===== config.mk =====
export PLATFORM = sky130hd
export DESIGN_NAME = psram_ctrl
export DESIGN_NICKNAME = d
export VERILOG_FILES = /design/src/rtl/psram_ctrl_pkg.sv /design/src/rtl/psram_phase_timer.sv /design/src/rtl/psram_refresh_guard.sv /design/src/rtl/psram_pin_drive.sv /design/src/rtl/psram_ctrl.sv
export SDC_FILE = /design/constraint.sdc
export NUM_CORES = 1
export LEC_CHECK = 0
export ABC_CLOCK_PERIOD_IN_PS = 5300
export BUFFER_PORTS_ARGS = -buffer_cell sky130_fd_sc_hd__buf_2
export CORE_MARGIN = 4
export CORE_UTILIZATION = 32
export CTS_CLUSTER_SIZE = 16
export DETAILED_ROUTE_END_ITERATION = 10
export PLACE_DENSITY = 0.55
export SLEW_MARGIN = 25
export SYNTH_ARGS = -nofsm -noshare
export SYNTH_HDL_FRONTEND = slang
export SYNTH_SLANG_ARGS = --single-unit
export TNS_END_PERCENT = 30

===== constraint.sdc =====
create_clock -name clk -period 5.3 [get_ports clk]
set_input_delay 1.06 -clock clk [delete_from_list [all_inputs] [get_ports clk]]
set_output_delay 1.06 -clock clk [all_outputs]
set_load 0.01 [all_outputs]

===== src/rtl/psram_ctrl_pkg.sv =====
package psram_ctrl_pkg;

  typedef enum logic [2:0] {
    IDLE,
    READ_ACCESS,
    READ_DONE,
    WRITE_SETUP,
    WRITE_PULSE,
    WRITE_RECOVER,
    REFRESH_GAP
  } ctrl_state_e;

  typedef struct packed {
    logic ce_n;
    logic oe_n;
    logic we_n;
    logic dq_oe;
  } strobe_t;

  function automatic int unsigned ns_to_clk(int unsigned ns, int unsigned period_ns);
    return (ns + period_ns - 1) / period_ns;
  endfunction

  function automatic int unsigned max_u(int unsigned a, int unsigned b);
    return (a > b) ? a : b;
  endfunction

  // nanosecond minimums per speed grade
  function automatic int unsigned cycle_ns(bit fast);
    return fast ? 55 : 70;
  endfunction

  function automatic int unsigned addr_access_ns(bit fast);
    return fast ? 55 : 70;
  endfunction

  function automatic int unsigned oe_access_ns(bit fast);
    return fast ? 25 : 35;
  endfunction

  function automatic int unsigned we_pulse_ns(bit fast);
    return fast ? 40 : 45;
  endfunction

  function automatic int unsigned data_setup_ns(bit fast);
    return fast ? 25 : 25;
  endfunction

  // pin levels wanted in each state
  function automatic strobe_t strobes_for(ctrl_state_e s);
    strobe_t r;
    case (s)
      READ_ACCESS: r = '{ce_n: 1'b0, oe_n: 1'b0, we_n: 1'b1, dq_oe: 1'b0};
      WRITE_SETUP: r = '{ce_n: 1'b0, oe_n: 1'b1, we_n: 1'b1, dq_oe: 1'b1};
      WRITE_PULSE: r = '{ce_n: 1'b0, oe_n: 1'b1, we_n: 1'b0, dq_oe: 1'b1};
      default:     r = '{ce_n: 1'b1, oe_n: 1'b1, we_n: 1'b1, dq_oe: 1'b0};
    endcase
    return r;
  endfunction

endpackage


===== src/rtl/psram_phase_timer.sv =====
module psram_phase_timer #(
  parameter int unsigned TW = 4
) (
  input  logic          clk,
  input  logic          rst_n,
  input  logic          restart,
  input  logic [TW-1:0] target,
  output logic          done
);
  logic [TW-1:0] cnt_q;

  assign done = (cnt_q == target - TW'(1));

  always_ff @(posedge clk) begin
    if (!rst_n)       cnt_q <= '0;
    else if (restart) cnt_q <= '0;
    else if (!done)   cnt_q <= cnt_q + TW'(1);
  end
endmodule


===== src/rtl/psram_refresh_guard.sv =====
module psram_refresh_guard #(
  parameter int unsigned GAP_CLK   = 11,
  parameter int unsigned LIMIT_CLK = 2970
) (
  input  logic clk,
  input  logic rst_n,
  input  logic ce_n,
  output logic refresh_due
);
  localparam int unsigned GW = $clog2(GAP_CLK + 1);
  localparam int unsigned LW = $clog2(LIMIT_CLK + 1);

  logic [GW-1:0] hi_run_q;
  logic [LW-1:0] busy_q;
  logic          gap_met;

  assign gap_met     = ce_n && (hi_run_q == GW'(GAP_CLK - 1));
  assign refresh_due = (busy_q == LW'(LIMIT_CLK));

  always_ff @(posedge clk) begin
    if (!rst_n) begin
      hi_run_q <= '0;
      busy_q   <= '0;
    end else begin
      if (!ce_n)        hi_run_q <= '0;
      else if (!gap_met) hi_run_q <= hi_run_q + GW'(1);
      if (gap_met)           busy_q <= '0;
      else if (!refresh_due) busy_q <= busy_q + LW'(1);
    end
  end
endmodule


===== src/rtl/psram_pin_drive.sv =====
module psram_pin_drive
  import psram_ctrl_pkg::*;
#(
  parameter int unsigned ADDR_W = 18,
  parameter int unsigned DATA_W = 8
) (
  input  logic              clk,
  input  logic              rst_n,
  input  ctrl_state_e       next_state,
  input  logic              accept,
  input  logic [ADDR_W-1:0] req_addr,
  input  logic [DATA_W-1:0] req_wdata,
  input  logic              capture,
  input  logic [DATA_W-1:0] mem_dq_in,
  output logic [ADDR_W-1:0] mem_addr,
  output logic              mem_ce_n,
  output logic              mem_oe_n,
  output logic              mem_we_n,
  output logic [DATA_W-1:0] mem_dq_out,
  output logic              mem_dq_oe,
  output logic [DATA_W-1:0] rd_data
);
  strobe_t strobe_q;

  assign mem_ce_n  = strobe_q.ce_n;
  assign mem_oe_n  = strobe_q.oe_n;
  assign mem_we_n  = strobe_q.we_n;
  assign mem_dq_oe = strobe_q.dq_oe;

  always_ff @(posedge clk) begin
    if (!rst_n) begin
      strobe_q   <= strobes_for(IDLE);
      mem_addr   <= '0;
      mem_dq_out <= '0;
      rd_data    <= '0;
    end else begin
      strobe_q <= strobes_for(next_state);
      if (accept) begin
        mem_addr   <= req_addr;
        mem_dq_out <= req_wdata;
      end
      if (capture) rd_data <= mem_dq_in;
    end
  end
endmodule


===== src/rtl/psram_ctrl.sv =====
module psram_ctrl
  import psram_ctrl_pkg::*;
#(
  parameter int unsigned CLK_PERIOD_NS   = 5,
  parameter bit          FAST_GRADE      = 1'b1,
  parameter int unsigned GUARD_WINDOW_NS = 15000,
  parameter int unsigned ADDR_W          = 18,
  parameter int unsigned DATA_W          = 8
) (
  input  logic              clk,
  input  logic              rst_n,
  input  logic              req_valid,
  output logic              req_ready,
  input  logic              req_write,
  input  logic [ADDR_W-1:0] req_addr,
  input  logic [DATA_W-1:0] req_wdata,
  output logic              rd_valid,
  output logic [DATA_W-1:0] rd_data,
  output logic [ADDR_W-1:0] mem_addr,
  output logic              mem_ce_n,
  output logic              mem_oe_n,
  output logic              mem_we_n,
  output logic [DATA_W-1:0] mem_dq_out,
  output logic              mem_dq_oe,
  input  logic [DATA_W-1:0] mem_dq_in
);
  localparam int unsigned RC_CLK  = ns_to_clk(cycle_ns(FAST_GRADE), CLK_PERIOD_NS);
  localparam int unsigned ACC_CLK = max_u(ns_to_clk(addr_access_ns(FAST_GRADE), CLK_PERIOD_NS),
                                          ns_to_clk(oe_access_ns(FAST_GRADE), CLK_PERIOD_NS));
  localparam int unsigned RD_HOLD = max_u(RC_CLK, ACC_CLK);
  localparam int unsigned WP_CLK  = max_u(max_u(ns_to_clk(we_pulse_ns(FAST_GRADE), CLK_PERIOD_NS),
                                                ns_to_clk(data_setup_ns(FAST_GRADE), CLK_PERIOD_NS)),
                                          RC_CLK - 1);
  localparam int unsigned SPAN    = max_u(RD_HOLD, WP_CLK + 1) + 2;
  localparam int unsigned WIN_CLK = ns_to_clk(GUARD_WINDOW_NS, CLK_PERIOD_NS);
  localparam int unsigned LIMIT   = WIN_CLK - 2 * SPAN - 4;
  localparam int unsigned TW      = $clog2(max_u(RD_HOLD, WP_CLK) + 1);

  ctrl_state_e   state_q, state_d;
  logic          phase_done;
  logic [TW-1:0] phase_len;
  logic          accept;
  logic          capture_evt;
  logic          refresh_due;

  assign req_ready   = (state_q == IDLE) && !refresh_due;
  assign accept      = req_valid && req_ready;
  assign capture_evt = (state_q == READ_ACCESS) && phase_done;
  assign rd_valid    = (state_q == READ_DONE);

  always_comb begin
    case (state_q)
      READ_ACCESS: phase_len = TW'(RD_HOLD);
      WRITE_PULSE: phase_len = TW'(WP_CLK);
      REFRESH_GAP: phase_len = TW'(RC_CLK);
      default:     phase_len = TW'(1);
    endcase
  end

  always_comb begin
    state_d = state_q;
    case (state_q)
      IDLE: begin
        if (refresh_due)  state_d = REFRESH_GAP;
        else if (accept)  state_d = req_write ? WRITE_SETUP : READ_ACCESS;
      end
      READ_ACCESS:   if (phase_done) state_d = READ_DONE;
      READ_DONE:     state_d = IDLE;
      WRITE_SETUP:   state_d = WRITE_PULSE;
      WRITE_PULSE:   if (phase_done) state_d = WRITE_RECOVER;
      WRITE_RECOVER: state_d = IDLE;
      REFRESH_GAP:   if (phase_done) state_d = IDLE;
      default:       state_d = IDLE;
    endcase
  end

  always_ff @(posedge clk) begin
    if (!rst_n) state_q <= IDLE;
    else        state_q <= state_d;
  end

  psram_phase_timer #(.TW(TW)) u_timer (
    .clk     (clk),
    .rst_n   (rst_n),
    .restart (state_d != state_q),
    .target  (phase_len),
    .done    (phase_done)
  );

  psram_refresh_guard #(.GAP_CLK(RC_CLK), .LIMIT_CLK(LIMIT)) u_guard (
    .clk         (clk),
    .rst_n       (rst_n),
    .ce_n        (mem_ce_n),
    .refresh_due (refresh_due)
  );

  psram_pin_drive #(.ADDR_W(ADDR_W), .DATA_W(DATA_W)) u_pins (
    .clk        (clk),
    .rst_n      (rst_n),
    .next_state (state_d),
    .accept     (accept),
    .req_addr   (req_addr),
    .req_wdata  (req_wdata),
    .capture    (capture_evt),
    .mem_dq_in  (mem_dq_in),
    .mem_addr   (mem_addr),
    .mem_ce_n   (mem_ce_n),
    .mem_oe_n   (mem_oe_n),
    .mem_we_n   (mem_we_n),
    .mem_dq_out (mem_dq_out),
    .mem_dq_oe  (mem_dq_oe),
    .rd_data    (rd_data)
  );
endmodule


# Yosys cells after proc, flatten, opt, wreduce, memory -nomap -nowiden
# Cells that the tools add are included.
[totals]
regBits = 61
out_inout_bits = 40
[classes]
eq_ne = 12
bitwise = 1
mux = 9
reduce_logical = 10
n_addsub = 4
[ops]
columns = ["operator", "count"]
rows = [
  ["3-bit two-way mux", 5],
  ["3-bit one-hot mux with 5 select lines", 1],
  ["12-bit by 1-bit adder with 12-bit output (second input constant)", 1],
  ["12-bit equality test (second input constant)", 1],
  ["4-bit one-hot mux with 3 select lines", 1],
  ["3-bit by 2-bit equality test with 1-bit output (second input constant)", 3],
  ["3-bit equality test (second input constant)", 3],
  ["4-bit by 1-bit adder with 4-bit output (second input constant)", 2],
  ["4-bit one-hot mux with 2 select lines", 1],
  ["3-bit by 1-bit equality test with 1-bit output (second input constant)", 2],
  ["2-bit OR reduction", 3],
  ["4-bit equality test", 1],
  ["4-bit equality test (second input constant)", 1],
  ["1-bit logical AND", 4],
  ["4-bit by 1-bit subtractor with 4-bit output (second input constant)", 1],
  ["3-bit zero test", 1],
  ["3-bit inequality test", 1],
  ["2-bit two-way mux", 1],
  ["2-bit AND reduction", 1],
  ["1-bit zero test", 1],
  ["1-bit NOT", 1],
]

# Depth between registers and ports, before layout
[logic_depth]
depth_word = 9
ltp_mapped = 9
ltp_nobuf = 7

# Modules after synthesis
# Synthesis repeated with hierarchy kept, for this count alone.
[hier_totals]
hier_cells = 283
area_unflattened_um2 = 2835.2
[modules_own_cells]
columns = ["module", "seq_area_each_um2", "area_each_um2", "cells_per_inst", "n_inst"]
rows = [
  ["psram_pin_drive", 760.7, 1435.1, 120, 1],
  ["psram_refresh_guard", 320.3, 813.3, 89, 1],
  ["psram_phase_timer", 80.1, 321.6, 40, 1],
  ["psram_ctrl", 60.1, 265.3, 34, 1],
]

# Worst setup path before layout
# Ideal clock, no wire load.
[synth_timing]
path_kind = "register to output"
startpoint = "register u_guard.busy_q[0]"
endpoint = "output port req_ready"
path_slack_ps = 2959
path_buffers = 0
t_required_ps = 4240
path_stages_with_launch = 7
t_arrival_ps = 1281
path_cell_list = "dfxtp_1 inv_1 ha_1 and4bb_2 nand3_1 inv_1 nor2_1"
[synth_via]
elab_chain_len = 3
[synth_lines]
columns = ["item", "line", "rtl"]
rows = [
  ["start, declared", "psram_refresh_guard.sv:14", "logic [LW-1:0] busy_q;"],
  ["start signal, assigned", "psram_refresh_guard.sv:28", "else if (!refresh_due) busy_q <= busy_q + LW'(1);"],
  ["12-bit equality test", "psram_refresh_guard.sv:18", "assign refresh_due = (busy_q == LW'(LIMIT_CLK));"],
  ["1-bit zero test", "n/a", ""],
  ["1-bit logical AND", "psram_ctrl.sv:46", "assign req_ready = (state_q == IDLE) && !refresh_due;"],
  ["end, declared", "psram_ctrl.sv:13", "output logic req_ready,"],
]
# Every way passes these cells.

# Final worst setup path
# Ends and elaborated chain as after synthesis.

==> flow_summary_export.csv <==
group,metric,value,unit
worst_setup_path,crit_type,"register to output port",
place,place_congestion,0.7542,
clock_network,cts_max_path_buffers,2,
power_and_ir_drop,p_comb_share,12.9,%
floorplanning,floorplan.die_area,9797,um^2
worst_setup_path,critPathMaxFanout,9,
min_path,hp-start,"u_pins.mem_addr[15]$_SDFFE_PN0P_",
layout,area.growth.synth_to_final,22.86,%
worst_setup_path,start_kind,"register",
detailed_routing,post_drt_via_cell_ratio,4.605,
clock_network,cts_setup_buffers,0,
floorplanning,die_w,98.98,um
sta,slew_headroom,34.60,%
layout,fill_cells,836,
clock_network,clock_tree.htree_level_count,3,
detailed_routing,met3_layer_wire_length_in_the_routed_design,321,um
worst_setup_path,critical_path.endpoint_type,"output port",
layout,drive_gt1_share,29.13,%
sta,grt_setup_unrepaired,"no",
logic_synthesis,ys.flop_type,"sky130_fd_sc_hd__dfxtp_1",
logic_synthesis,synth_sequential_area_ratio,46.10,%
detailed_routing,wirelength,6016,um
sta,timing.final.crit_period,2.865,ns
power_and_ir_drop,p_int,0.7291,mW
clock_network,cts-root-buf,"sky130_fd_sc_hd__clkbuf_8",
detailed_routing,routed_wire_length_per_instance,12.46,um
layout,finalNonFillerCells,483,
clock_network,clock_sinks,61,
detailed_routing,detailroute.via_count,2224,
layout,finalNetCount,419,
run_status,status,"finished, final reports clean",
clock_network,cts.reportedPaths.clkPinSlew,0.06,ns
sta,final-hold-violation-count,0,
run,cap_viol_max_count,0,
floorplanning,start_util,33.58,%
worst_setup_path,critical_path_required,4.24,ns
sta,setup_viol_count_final,0,
min_path,holdCritPathClass,"register to register",
clock_network,cts_hold_repair.buffers,0,
power_and_ir_drop,post-layout-total-power,0.9914,mW
place,detailedPlacementHpwl,4277,um
global_routing,initial_antenna_violation_count,0,
clock_network,cts-resized-gates,0,
detailed_routing,antenna_left,0,
power_and_ir_drop,cellLeakagePower,1.477,nW
sta,maximum_frequency_from_static_timing_analysis,349.1,MHz
power_and_ir_drop,portion_of_total_power_attributed_to_sequential_cells,50.3,%
detailed_routing,drt-pass1-iter-count,4,
sta,final_critical_path_setup_slack,2.435,ns
logic_synthesis,async_flop_share,0,%
floorplanning,row_count,32,
layout,layout.area.seq,1221,um^2
clock_network,tritoncts.num_buffers,9,
sta,final.setup.tns,0,ns
place,pre_cts_setup_slack,2.464,ns
detailed_routing,drtIter0Drc,81,
logic_synthesis,mappedNetlistArea,2649,um^2
worst_setup_path,worstPathArrival,1.80,ns
power_and_ir_drop,power.switching_fraction,26.46,%
place,buffers_on_ports,77,
logic_synthesis,yosys_register_bits,61,
layout,antenna_cells_inserted,0,
logic_synthesis,ys_types,49,
logic_synthesis,number_of_enable_flip_flop_cells_after_synthesis,0,
clock_network,cts_tree,"yes",
floorplanning,ioPinCount,78,
detailed_routing,route.top_layer_used,"met4",
global_routing,gr-total-overflow,0,
sta,finalMaxSlewViolations,0,
power_and_ir_drop,power_per_cell_area,304.6,nW/um^2
sta,final_min_period_over_clock_period,54.05,%
layout,design_area,3254,um^2
sta,tightestPinTransition,0.9810,ns
power_and_ir_drop,power.ir.vdd_worst,0.0001392,V
place,post_dp_cell_area,3077,um^2
logic_synthesis,syn-instance-count,301,
detailed_routing,met1Wirelength,2885,um
floorplanning,fp.dieH,98.98,um
worst_setup_path,cp-startpoint,"u_guard.busy_q[0]$_SDFFE_PP0P_",
global_routing,maximum_number_of_pins_on_one_net_before_global_route_repair,37,
global_routing,grtUsageTotal,12.81,%
power_and_ir_drop,pwr-share-clk,36.8,%
worst_setup_path,reg2reg_from,"u_guard.busy_q[1]$_SDFFE_PP0P_",
global_routing,grt_pass1_wl,10050,um
detailed_routing,route.detailed.drc,0,
global_routing,vias_in_the_first_global_route,2171,
logic_synthesis,synthesis.nets,344,
logic_synthesis,synth-warning-count,0,
floorplanning,floorplan.core_area,7888,um^2
sta,worst_setup_skew_after_layout,0.01051,ns
place,placed_cells_incl_taps,467,
layout,area_occupied_by_multi_input_gates,1301,um^2
power_and_ir_drop,power_switching,0.2623,mW
detailed_routing,wl_met2,2721,um
clock_network,clk_latency,0.33,ns
logic_synthesis,syn_avg_cell_area,8.800,um^2
worst max-delay path, stage by stage (launching register included):
cell and delay (ns):
sky130_fd_sc_hd__dfxtp_1 0.40, sky130_fd_sc_hd__inv_1 0.06, sky130_fd_sc_hd__ha_1 0.18, sky130_fd_sc_hd__and4bb_2 0.23, sky130_fd_sc_hd__nand3_1 0.27, sky130_fd_sc_hd__inv_1 0.10, sky130_fd_sc_hd__nor2_1 0.09, sky130_fd_sc_hd__buf_2 0.14
metrics by stage:
stage          hold slack [ns]  util (%)
2_1_floorplan           0.4722         -
3_3_place_gp            0.4394     39.01
3_5_place_dp            0.4440     39.01
4_1_cts                 0.4537     41.26
5_1_grt                 0.4732     41.26
6_report                0.4512     41.26
synthesized netlist by cell type, types with 4 or more instances:
library cell               count  area share, %
sky130_fd_sc_hd__nand2_1      65            9.2
sky130_fd_sc_hd__dfxtp_1      61             46
sky130_fd_sc_hd__a21oi_1      32            6.0
sky130_fd_sc_hd__nor2_1       30            4.3
sky130_fd_sc_hd__nand3_1      11            2.1
sky130_fd_sc_hd__mux2i_1       9            3.4
sky130_fd_sc_hd__xor2_1        8            2.6
sky130_fd_sc_hd__inv_1         6           0.85
sky130_fd_sc_hd__xnor2_1       6            2.0
sky130_fd_sc_hd__buf_4         5            1.4
sky130_fd_sc_hd__ha_1          5            2.4
sky130_fd_sc_hd__o21ai_0       5           0.94
sky130_fd_sc_hd__and3_1        4           0.94
sky130_fd_sc_hd__clkbuf_1      4           0.57
sky130_fd_sc_hd__nor3_1        4           0.76
state kept, by name, indices dropped and copies added (netlist names):
register           flops
u_guard.hi_run_q       4
u_pins.mem_dq_out      8
u_pins.mem_ce_n        1
u_pins.mem_dq_oe       1
u_pins.rd_data         8
u_pins.mem_oe_n        1
state_q                3
u_timer.cnt_q          4
u_guard.busy_q        12
u_pins.mem_we_n        1
u_pins.mem_addr       18
area by class of cell:
| type | instances | area share (%) |
|---|---|---|
| clock buffers | 12 | 4.767 |
| inverters | 7 | 0.8074 |
| clock inverters | 4 | 0.6920 |
| flip-flops and latches | 61 | 37.52 |
| multi-input cells | 218 | 39.98 |
| well taps | 102 | 3.922 |
| repair buffers | 79 | 12.30 |
power groups by stage:
| stage | sequential (mW) | clock, mW | combinational [mW] |
|---|---|---|---|
| 3_5_place_dp | 0.510 | 0 | 0.130 |
| 5_1_grt | 0.503 | 0.405 | 0.144 |
| 2_1_floorplan | 0.512 | 0 | 0.0803 |
| 6_report | 0.499 | 0.365 | 0.128 |
| 4_1_cts | 0.499 | 0.383 | 0.130 |
| 3_3_place_gp | 0.509 | 0 | 0.128 |
layer usage:
| metal | up-vias | GRT usage (%) |
|---|---|---|
| met5 | - | 0 |
| met4 | 0 | 5.357 |
| met3 | 7 | 4.883 |
| met2 | 51 | 19.99 |
| met1 | 988 | 15.81 |
| li1 | 1178 | - |
layout by cell type (no fill, tap or decap), types with 6 or more instances in the layout:
| cell type | instances |
|---|---|
| sky130_fd_sc_hd__a21oi_1 | 32 |
| sky130_fd_sc_hd__buf_2 | 77 |
| sky130_fd_sc_hd__clkbuf_8 | 11 |
| sky130_fd_sc_hd__dfxtp_1 | 61 |
| sky130_fd_sc_hd__inv_1 | 6 |
| sky130_fd_sc_hd__mux2i_1 | 9 |
| sky130_fd_sc_hd__nand2_1 | 65 |
| sky130_fd_sc_hd__nand3_1 | 11 |
| sky130_fd_sc_hd__nor2_1 | 30 |
| sky130_fd_sc_hd__xnor2_1 | 6 |
| sky130_fd_sc_hd__xor2_1 | 8 |
kinds of logic after synthesis:
group / share of synthesized area [%]
adder cells (fa/ha/maj): 2.362
XOR/XNOR: 4.629
AND/OR/NAND/NOR: 24.85
multiplexers: 3.826
AO/OA/AOI/OAI: 13.23
flip-flops: 46.10
buffers and inverters: 5.007
path summary, 6_finish.rpt:
kind / end / slack, ns / cells past startpoint
worst max-delay path: req_ready / 2.44 / 7
worst min-delay path: u_pins.mem_addr[15]$_SDFFE_PN0P_ / 0.45 / 2
worst max register to register: u_pins.mem_addr[14]$_SDFFE_PN0P_ / 3.05 / 6
worst min register to register: u_pins.mem_addr[15]$_SDFFE_PN0P_ / 0.45 / 2
(Power assumes the default switching activity.)
